[src/rtl/ivt_pkg.sv]
package ivt_pkg;

    typedef enum logic [2:0] {
        OP_TERM_IRQ  = 3'd0,
        OP_ONE_SHOT  = 3'd1,
        OP_RATE      = 3'd2,
        OP_SQUARE    = 3'd3,
        OP_SW_STROBE = 3'd4,
        OP_HW_STROBE = 3'd5
    } op_mode_t;

    typedef enum logic [2:0] {
        ST_IDLE   = 3'd0,
        ST_RUN    = 3'd1,
        ST_TERM   = 3'd2,
        ST_STROBE = 3'd3,
        ST_SPENT  = 3'd4
    } chan_state_t;

    // Codes 6 and 7 alias the periodic modes.
    function automatic op_mode_t fold_mode(input logic [2:0] sel);
        case (sel)
            3'd6:    fold_mode = OP_RATE;
            3'd7:    fold_mode = OP_SQUARE;
            default: fold_mode = op_mode_t'(sel);
        endcase
    endfunction

    function automatic logic gate_pauses(input op_mode_t m);
        gate_pauses = (m == OP_TERM_IRQ) || (m == OP_SW_STROBE);
    endfunction

    function automatic logic ends_sticky(input op_mode_t m);
        ends_sticky = (m == OP_TERM_IRQ) || (m == OP_ONE_SHOT);
    endfunction

    function automatic logic ends_strobe(input op_mode_t m);
        ends_strobe = (m == OP_SW_STROBE) || (m == OP_HW_STROBE);
    endfunction

endpackage

[src/rtl/ivt_gate_edge.sv]
module ivt_gate_edge (
    input  logic clk,
    input  logic rst_n,
    input  logic gate,
    output logic rise
);
    logic gate_q;

    always_ff @(posedge clk) begin
        if (!rst_n) gate_q <= 1'b0;
        else        gate_q <= gate;
    end

    assign rise = gate & ~gate_q;
endmodule

[src/rtl/ivt_next_count.sv]
module ivt_next_count
    import ivt_pkg::*;
#(
    parameter int W = 16
) (
    input  logic [W:0]  cnt,
    input  logic [W:0]  init,
    input  op_mode_t    mode,
    output logic [W:0]  nxt,
    output logic        half_wrap
);
    localparam int CW = W + 1;
    localparam logic [CW-1:0] ONE = CW'(1);
    localparam logic [CW-1:0] TWO = CW'(2);

    logic [W-1:0] low_dec;

    assign low_dec   = cnt[W-1:0] - W'(1);
    assign half_wrap = (cnt <= TWO);

    always_comb begin
        unique case (mode)
            OP_RATE:   nxt = (cnt == ONE) ? init : cnt - ONE;
            OP_SQUARE: nxt = half_wrap ? init : cnt - TWO;
            default:   nxt = {1'b0, low_dec};
        endcase
    end
endmodule

[src/rtl/ivt_chan_fsm.sv]
module ivt_chan_fsm
    import ivt_pkg::*;
(
    input  logic        clk,
    input  logic        rst_n,
    input  logic        load,
    input  logic        retrig,
    input  logic        adv,
    input  op_mode_t    mode,
    input  logic        cnt_is_one,
    output chan_state_t state
);
    chan_state_t state_nxt;

    always_ff @(posedge clk) begin
        if (!rst_n) state <= ST_IDLE;
        else        state <= state_nxt;
    end

    always_comb begin
        state_nxt = state;
        if (load || retrig) begin
            state_nxt = ST_RUN;
        end else if (adv) begin
            unique case (state)
                ST_RUN: begin
                    if (cnt_is_one && ends_sticky(mode))      state_nxt = ST_TERM;
                    else if (cnt_is_one && ends_strobe(mode)) state_nxt = ST_STROBE;
                end
                ST_STROBE: state_nxt = ST_SPENT;
                default:   state_nxt = state;
            endcase
        end
    end
endmodule

[src/rtl/ivt_channel.sv]
module ivt_channel
    import ivt_pkg::*;
#(
    parameter int W = 16
) (
    input  logic         clk,
    input  logic         rst_n,
    input  logic         tick,
    input  logic         load,
    input  logic [W-1:0] load_value,
    input  logic [2:0]   mode_sel,
    input  logic         bcd_sel,
    input  logic         gate,
    output logic [W-1:0] count_out,
    output logic         out,
    output logic         bcd_flag
);
    localparam int CW = W + 1;
    localparam logic [CW-1:0] FULL = {1'b1, {W{1'b0}}};
    localparam logic [CW-1:0] ONE  = CW'(1);

    op_mode_t    mode_q;
    chan_state_t state_q;
    logic [CW-1:0] cnt_q, init_q, cnt_nxt, load_full;
    logic        sq_q, bcd_q, gate_rise, half_wrap;
    logic        retrig, adv;

    ivt_gate_edge u_edge (
        .clk   (clk),
        .rst_n (rst_n),
        .gate  (gate),
        .rise  (gate_rise)
    );

    ivt_next_count #(.W(W)) u_next (
        .cnt       (cnt_q),
        .init      (init_q),
        .mode      (mode_q),
        .nxt       (cnt_nxt),
        .half_wrap (half_wrap)
    );

    assign retrig = gate_rise && (state_q != ST_IDLE) && !gate_pauses(mode_q) && !load;
    assign adv    = tick && (state_q != ST_IDLE) && !load && !retrig
                    && (gate || !gate_pauses(mode_q));

    ivt_chan_fsm u_fsm (
        .clk        (clk),
        .rst_n      (rst_n),
        .load       (load),
        .retrig     (retrig),
        .adv        (adv),
        .mode       (mode_q),
        .cnt_is_one (cnt_q == ONE),
        .state      (state_q)
    );

    assign load_full = (load_value == '0) ? FULL : {1'b0, load_value};

    always_ff @(posedge clk) begin
        if (!rst_n) begin
            mode_q <= OP_TERM_IRQ;
            bcd_q  <= 1'b0;
            init_q <= '0;
            cnt_q  <= '0;
            sq_q   <= 1'b1;
        end else if (load) begin
            mode_q <= fold_mode(mode_sel);
            bcd_q  <= bcd_sel;
            init_q <= load_full;
            cnt_q  <= load_full;
            sq_q   <= 1'b1;
        end else if (retrig) begin
            cnt_q  <= init_q;
            sq_q   <= 1'b1;
        end else if (adv) begin
            cnt_q  <= cnt_nxt;
            if (mode_q == OP_SQUARE && half_wrap) sq_q <= ~sq_q;
        end
    end

    always_comb begin
        unique case (state_q)
            ST_IDLE:   out = 1'b1;
            ST_TERM:   out = 1'b1;
            ST_STROBE: out = 1'b0;
            ST_SPENT:  out = 1'b1;
            default: begin
                unique case (mode_q)
                    OP_TERM_IRQ, OP_ONE_SHOT: out = 1'b0;
                    OP_RATE:                  out = (cnt_q != ONE);
                    OP_SQUARE:                out = sq_q;
                    default:                  out = 1'b1;
                endcase
            end
        endcase
    end

    assign count_out = cnt_q[W-1:0];
    assign bcd_flag  = bcd_q;
endmodule

[config.mk]
export PLATFORM = sky130hd
export DESIGN_NAME = ivt_channel
export DESIGN_NICKNAME = d
export VERILOG_FILES = /design/src/rtl/ivt_pkg.sv /design/src/rtl/ivt_gate_edge.sv /design/src/rtl/ivt_next_count.sv /design/src/rtl/ivt_chan_fsm.sv /design/src/rtl/ivt_channel.sv
export SDC_FILE = /design/constraint.sdc
export NUM_CORES = 1
export LEC_CHECK = 0
export ABC_AREA = 1
export ABC_CLOCK_PERIOD_IN_PS = 1800
export BUFFER_PORTS_ARGS = -buffer_cell sky130_fd_sc_hd__buf_2
export CORE_UTILIZATION = 50
export CTS_BUF_LIST = sky130_fd_sc_hd__clkbuf_8
export DETAILED_ROUTE_END_ITERATION = 10
export PLACE_DENSITY = 0.69
export RECOVER_POWER = 100
export SLEW_MARGIN = 15
export SYNTH_ARGS = -nofsm -noshare
export SYNTH_HDL_FRONTEND = slang
export SYNTH_SLANG_ARGS = --single-unit
[constraint.sdc]
create_clock -name clk -period 1.8 [get_ports clk]
set_input_delay 0.36 -clock clk [delete_from_list [all_inputs] [get_ports clk]]
set_output_delay 0.36 -clock clk [all_outputs]
set_load 0.01 [all_outputs]
# Word level (Yosys, flattened, before mapping)
# Cells that the tools add are included.
# op_classes
add_sub_neg	3
n_lt_le_gt_ge	1
eq_ne	15
muxes	15
bitwise	4
n_reduce_logical	33
# op_table
cell	count
$mux W17	6
$pmux W17 S2	1
$eq A17 B1 Y1 const B	1
$le A17 B2 Y1 const B	1
$ne A17 B1 Y1 const B	1
$sub A17 B1 Y17 const B	1
$sub A17 B2 Y17 const B	1
$logic_not A16 Y1	1
$sub A16 B1 Y16 const B	1
$eq A3 B3 Y1 const B	5
$eq A3 B2 Y1 const B	4
$pmux W3 S2	2
$logic_and A1 B1 Y1	10
$reduce_bool A3 Y1	3
$eq A3 B1 Y1 const B	2
$logic_not A3 Y1	2
$mux W3	2
$reduce_and A3 Y1	2
$reduce_or A3 Y1	2
$logic_or A1 B1 Y1	5
$ne A4 B1 Y1 const B	1
$reduce_bool A2 Y1	2
$reduce_or A2 Y1	2
$logic_not A1 Y1	3
other kinds (7)	10
# totals
regBits	43
out_inout_bits	18

# Longest topological paths before layout
# logic_depth
ltp_word	11
ltp_mapped	17
mapped_depth_nobuf	17

# Modules after synthesis
# A second synthesis with hierarchy kept.
# hier_totals
hier_cells	672
hier_area_um2	3987.6
# by_module_without_submodules
mod	n_inst	cells_per_inst	area_per_inst_um2	seq_area_each_um2
ivt_channel	1	346	2326.0	780.7
ivt_next_count	1	295	1462.7	0.0
ivt_chan_fsm	1	26	161.4	60.1
ivt_gate_edge	1	5	37.5	20.0

# Least setup slack after synthesis
# OpenSTA, ideal clock, no wires.
# synth_path
path_type	flip-flop to output port
start	register cnt_q[1]
end	output port out
t_arrival_ns	1.349
required_time_ns	1.440
path_slack_ns	0.091
stages_incl_launch_ff	10
cell_sequence	dfxtp_1 inv_1 ha_1 inv_1 nor2_1 nand2_1 nor2_4 nand2_4 a221oi_1 o21ai_0
# synth_between
elab_chain_len	3
# synth_rtl
element	line_no	rtl
start, declared	ivt_channel.sv:24	logic [CW-1:0] cnt_q, init_q, cnt_nxt, load_full;
start signal, assigned	ivt_channel.sv:71	cnt_q <= load_full;
start signal, assigned	ivt_channel.sv:74	cnt_q <= init_q;
start signal, assigned	ivt_channel.sv:77	cnt_q <= cnt_nxt;
$ne A17 B1 Y1	ivt_channel.sv:91	OP_RATE: out = (cnt_q != ONE);
$pmux W1 S3	ivt_channel.sv:89	unique case (mode_q)
$pmux W1 S2	ivt_channel.sv:83	unique case (state_q)
end, declared	ivt_channel.sv:15	output logic out,
# Every way passes these cells.

# Worst setup path after layout
# Same ends and word-level chain as after synthesis.

==> results.tsv <==
stage	metric	value	unit
sta	RSZ-0062 raised after global routing	yes	
clock_network	CTS Buf Count	5	
sta	min setup slack post-route	-0.2921	ns
critical_path	Worst Setup EP	out	
placed_design	placer congestion estimate	0.8741	
layout	n_diodes	0	
route	WL final	10810	um
critical_path	Worst R2R Start	cnt_q[1]	
sta	Slew @ Worst Pin	0.8670	ns
clock_network	Clock Sinks	43	
clock_network	hold buffer count at CTS	0	
clock_network	Root Driver	clkbuf_8	
pwr	Internal Pwr Total	1.958	mW
route	drt first pass iters	5	
pwr	Seq pwr share	0.346	
placed_design	Placed Area	3633	sq um
synthesis	EDFF count, synth	0	
placed_design	pre-CTS setup slack	-0.04021	ns
grt	initial antenna violation count	0	
floorplanning	DIE WIDTH	81.95	um
synthesis	sequential-to-total area share from yosys stat	0.2694	
pwr	PD cells	736.8	nW/um^2
sta	Slew HR	0.4220	
grt	largest net degree at the start of global routing	24	
clock_network	Clock Latency Late Sink	0.30	ns
run	max_cap viols	0	
clock_network	CTS H-tree depth	2	
pwr	Switch Pwr	1.219	mW
critical_path	CP arrival	1.73	ns
layout	ratio of cells with drive above 1 in the final layout	0.3722	
critical_path	CP startpoint	cnt_q[1]	
synthesis	main area contributors after synthesis	dfxtp_1, nand2_1, nand3_1	
min_path	Hold WC Path Type	in2reg	
sta	final setup fails	18	
floorplanning	Die Area	6715	sq um
sta	min cycle time layout	2.092	ns
pwr	final total power	3.177	mW
placed_design	DP HPWL	6878	um
synthesis	Yosys top cell area share	0.2694	
sta	max-slew violations	0	
critical_path	Crit-path slowest cell	dfxtp_2	
sta	Hold WS	0.2580	ns
clock_network	Clock Path Buffers	2	
pwr	VDD IR max	0.0004567	V
pwr	Leak	2.022	nW
clock_network	TritonCTS clock tree	built	
layout	fin nets	605	
critical_path	max incr delay on CP	0.34	ns
synthesis	Top FF cell, synth	dfxtp_1	
critical_path	worst-case reg-to-reg path depth	16	
run_status	failing checks	negative setup slack	
synthesis	most common library cells after synthesis	nand2_1, nor2_1, nand3_1	
floorplanning	Starting Density	0.5303	
critical_path	r2r setup slk	-0.22	ns
synthesis	Yosys reg bits	43	
floorplanning	Core Area	6026	sq um
floorplanning	Ports	43	
synthesis	syn_nets	516	
critical_path	Startpoint Class	flop	
sta	Post-Route Skew	0.003520	ns
sta	Tcrit/Tclk final	1.162	
layout	Area Overhead vs Synth	34.93	%
synthesis	Yosys Warn Count	0	
pwr	switch share	0.3836	
synthesis	count leader, synth	nand2_1	
critical_path	crit-path cells	inv_2, ha_4, inv_2, nor2_2, nand2_2, nor2_4, nand2_4, a221oi_2, o21ai_1, buf_2	
layout	Final Util	0.7155	
grt	GR Overflow Total	0	
route	Via Count	3684	
sta	final hold violations	0	
route	vias per inst	5.668	
critical_path	Crit Path Class	reg2out	
critical_path	worst-path fanout max	2	
synthesis	synthesized instance count	486	
floorplanning	die height	81.95	um
critical_path	crit end category	output pin	
grt	vias in the first global route	2928	
grt	gr usage total	0.2860	
critical_path	worst flop-to-flop path endpoint	cnt_q[6]	
route	post-DR wirelength/cell	16.63	um
synthesis	synthesized area per cell	6.575	sq um
route	Remaining DRCs	0	
clock_network	Worst-path clk slew	0.09	ns
floorplanning	standard-cell rows	28	
route	antenna-violating nets left	0	
run_status	outcome	finished, violations left	
synthesis	Mapped Area	3196	sq um
layout	final instance area	4312	sq um
placed_design	# port buffers	42	
synthesis	Yosys cell types	41	
pwr	Clk pwr share	0.246	
pwr	Logic pwr share	0.408	
critical_path	CP most frequent cell	inv_2	
critical_path	Crit path required time	1.44	ns
synthesis	Synth async-reset ratio	0	
synthesis	post-synth top area cell	dfxtp_1	
sta	Fmax	478.0	MHz
route	number of DRC markers in iteration 0	364	
grt	global-route wire length before repair	14340	um
state kept, by name, indices dropped and copies added (netlist names):
name and flops:
u_edge.gate_q 1, cnt_q 17, sq_q 1, u_fsm.state 3, bcd_flag 1, init_q 17, mode_q 3
cell families after synthesis:
logic type / after synthesis / synth area share
simple gates: 265 / 0.4201
fa+ha+maj: 5 / 0.01958
buf+inv: 80 / 0.1198
compound gates: 77 / 0.1273
xor+xnor: 16 / 0.04385
flops: 43 / 0.2694
layout make-up:
| type | count | area (sq um) |
|---|---|---|
| Timing Repair Buffer | 110 | 777.0 |
| Clock inverter | 2 | 37.54 |
| Sequential cell | 43 | 868.3 |
| Fill cell | 493 | 1714 |
| Inverter | 51 | 203.9 |
| Tap cell | 75 | 93.84 |
| Clock buffer | 5 | 68.82 |
| Multi-Input combinational cell | 364 | 2262 |
routing by layer:
layer  routed length, um  vias to the layer above  track usage
li1                    -                     1737            -
met1                4492                     1687       0.4013
met2                5175                      213       0.4496
met3                 742                       47      0.03111
met4                 400                        0       0.1000
met5                   0                        -            0
worst min-delay path by stage:
stage | slack [ns] | endpoint | cells past startpoint | from
global placement | 0.45 | init_q[5] | 2 | init_q[5]
global route | 0.28 | u_edge.gate_q | 3 | gate
floorplan | 0.44 | init_q[14] | 2 | init_q[14]
detailed placement | 0.45 | init_q[5] | 2 | init_q[5]
finish | 0.26 | u_edge.gate_q | 3 | gate
CTS | 0.26 | u_edge.gate_q | 3 | gate
cell usage in the layout, fill, tap and decap left out, drive strengths merged:
cell	instances
a31oi	3
a21boi	1
a221oi	1
xor2	15
clkinv	1
ha	5
nand3b	1
o21ai	33
and2	1
buf	106
nor2	72
and3	1
o21bai	1
a21oi	36
nor3b	1
bufinv	1
inv	50
clkbuf	9
nand3	51
dfxtp	43
nand4	7
o211ai	2
xnor2	1
nor3	6
clkinvlp	1
nand2	126
stage by stage:
stage | std cells | TNS [ns]
after global placement | 615 | -0.006834
after global routing | 650 | -3.919
final | 650 | -2.724
after CTS | 627 | -0.1997
after detailed placement | 615 | -0.04021
after floorplan | 486 | 0
power groups by stage:
stage	registers (mW)	clock network (mW)	logic, mW
after floorplan	1.11	0	0.707
after global placement	1.10	0	1.00
after detailed placement	1.11	0	1.02
after CTS	1.09	0.779	1.05
after global routing	1.11	0.809	1.39
final	1.10	0.782	1.30
what timing repair did:
action	4_1_cts	5_1_grt
pin swaps	3	42
resized for setup	16	81
cloned	0	1
endpoints found under the hold margin	0	0
setup endpoints to repair	2	20
setup buffers	5	24
critical path, delay by kind of cell, from the launching register on:
kind / cells / cell delay, ns
buf+inv: 3 / 0.26
fa+ha+maj: 1 / 0.13
compound gates: 2 / 0.33
simple gates: 4 / 0.38
flops: 1 / 0.34
Note: power is estimated with default switching activity, not from simulation.
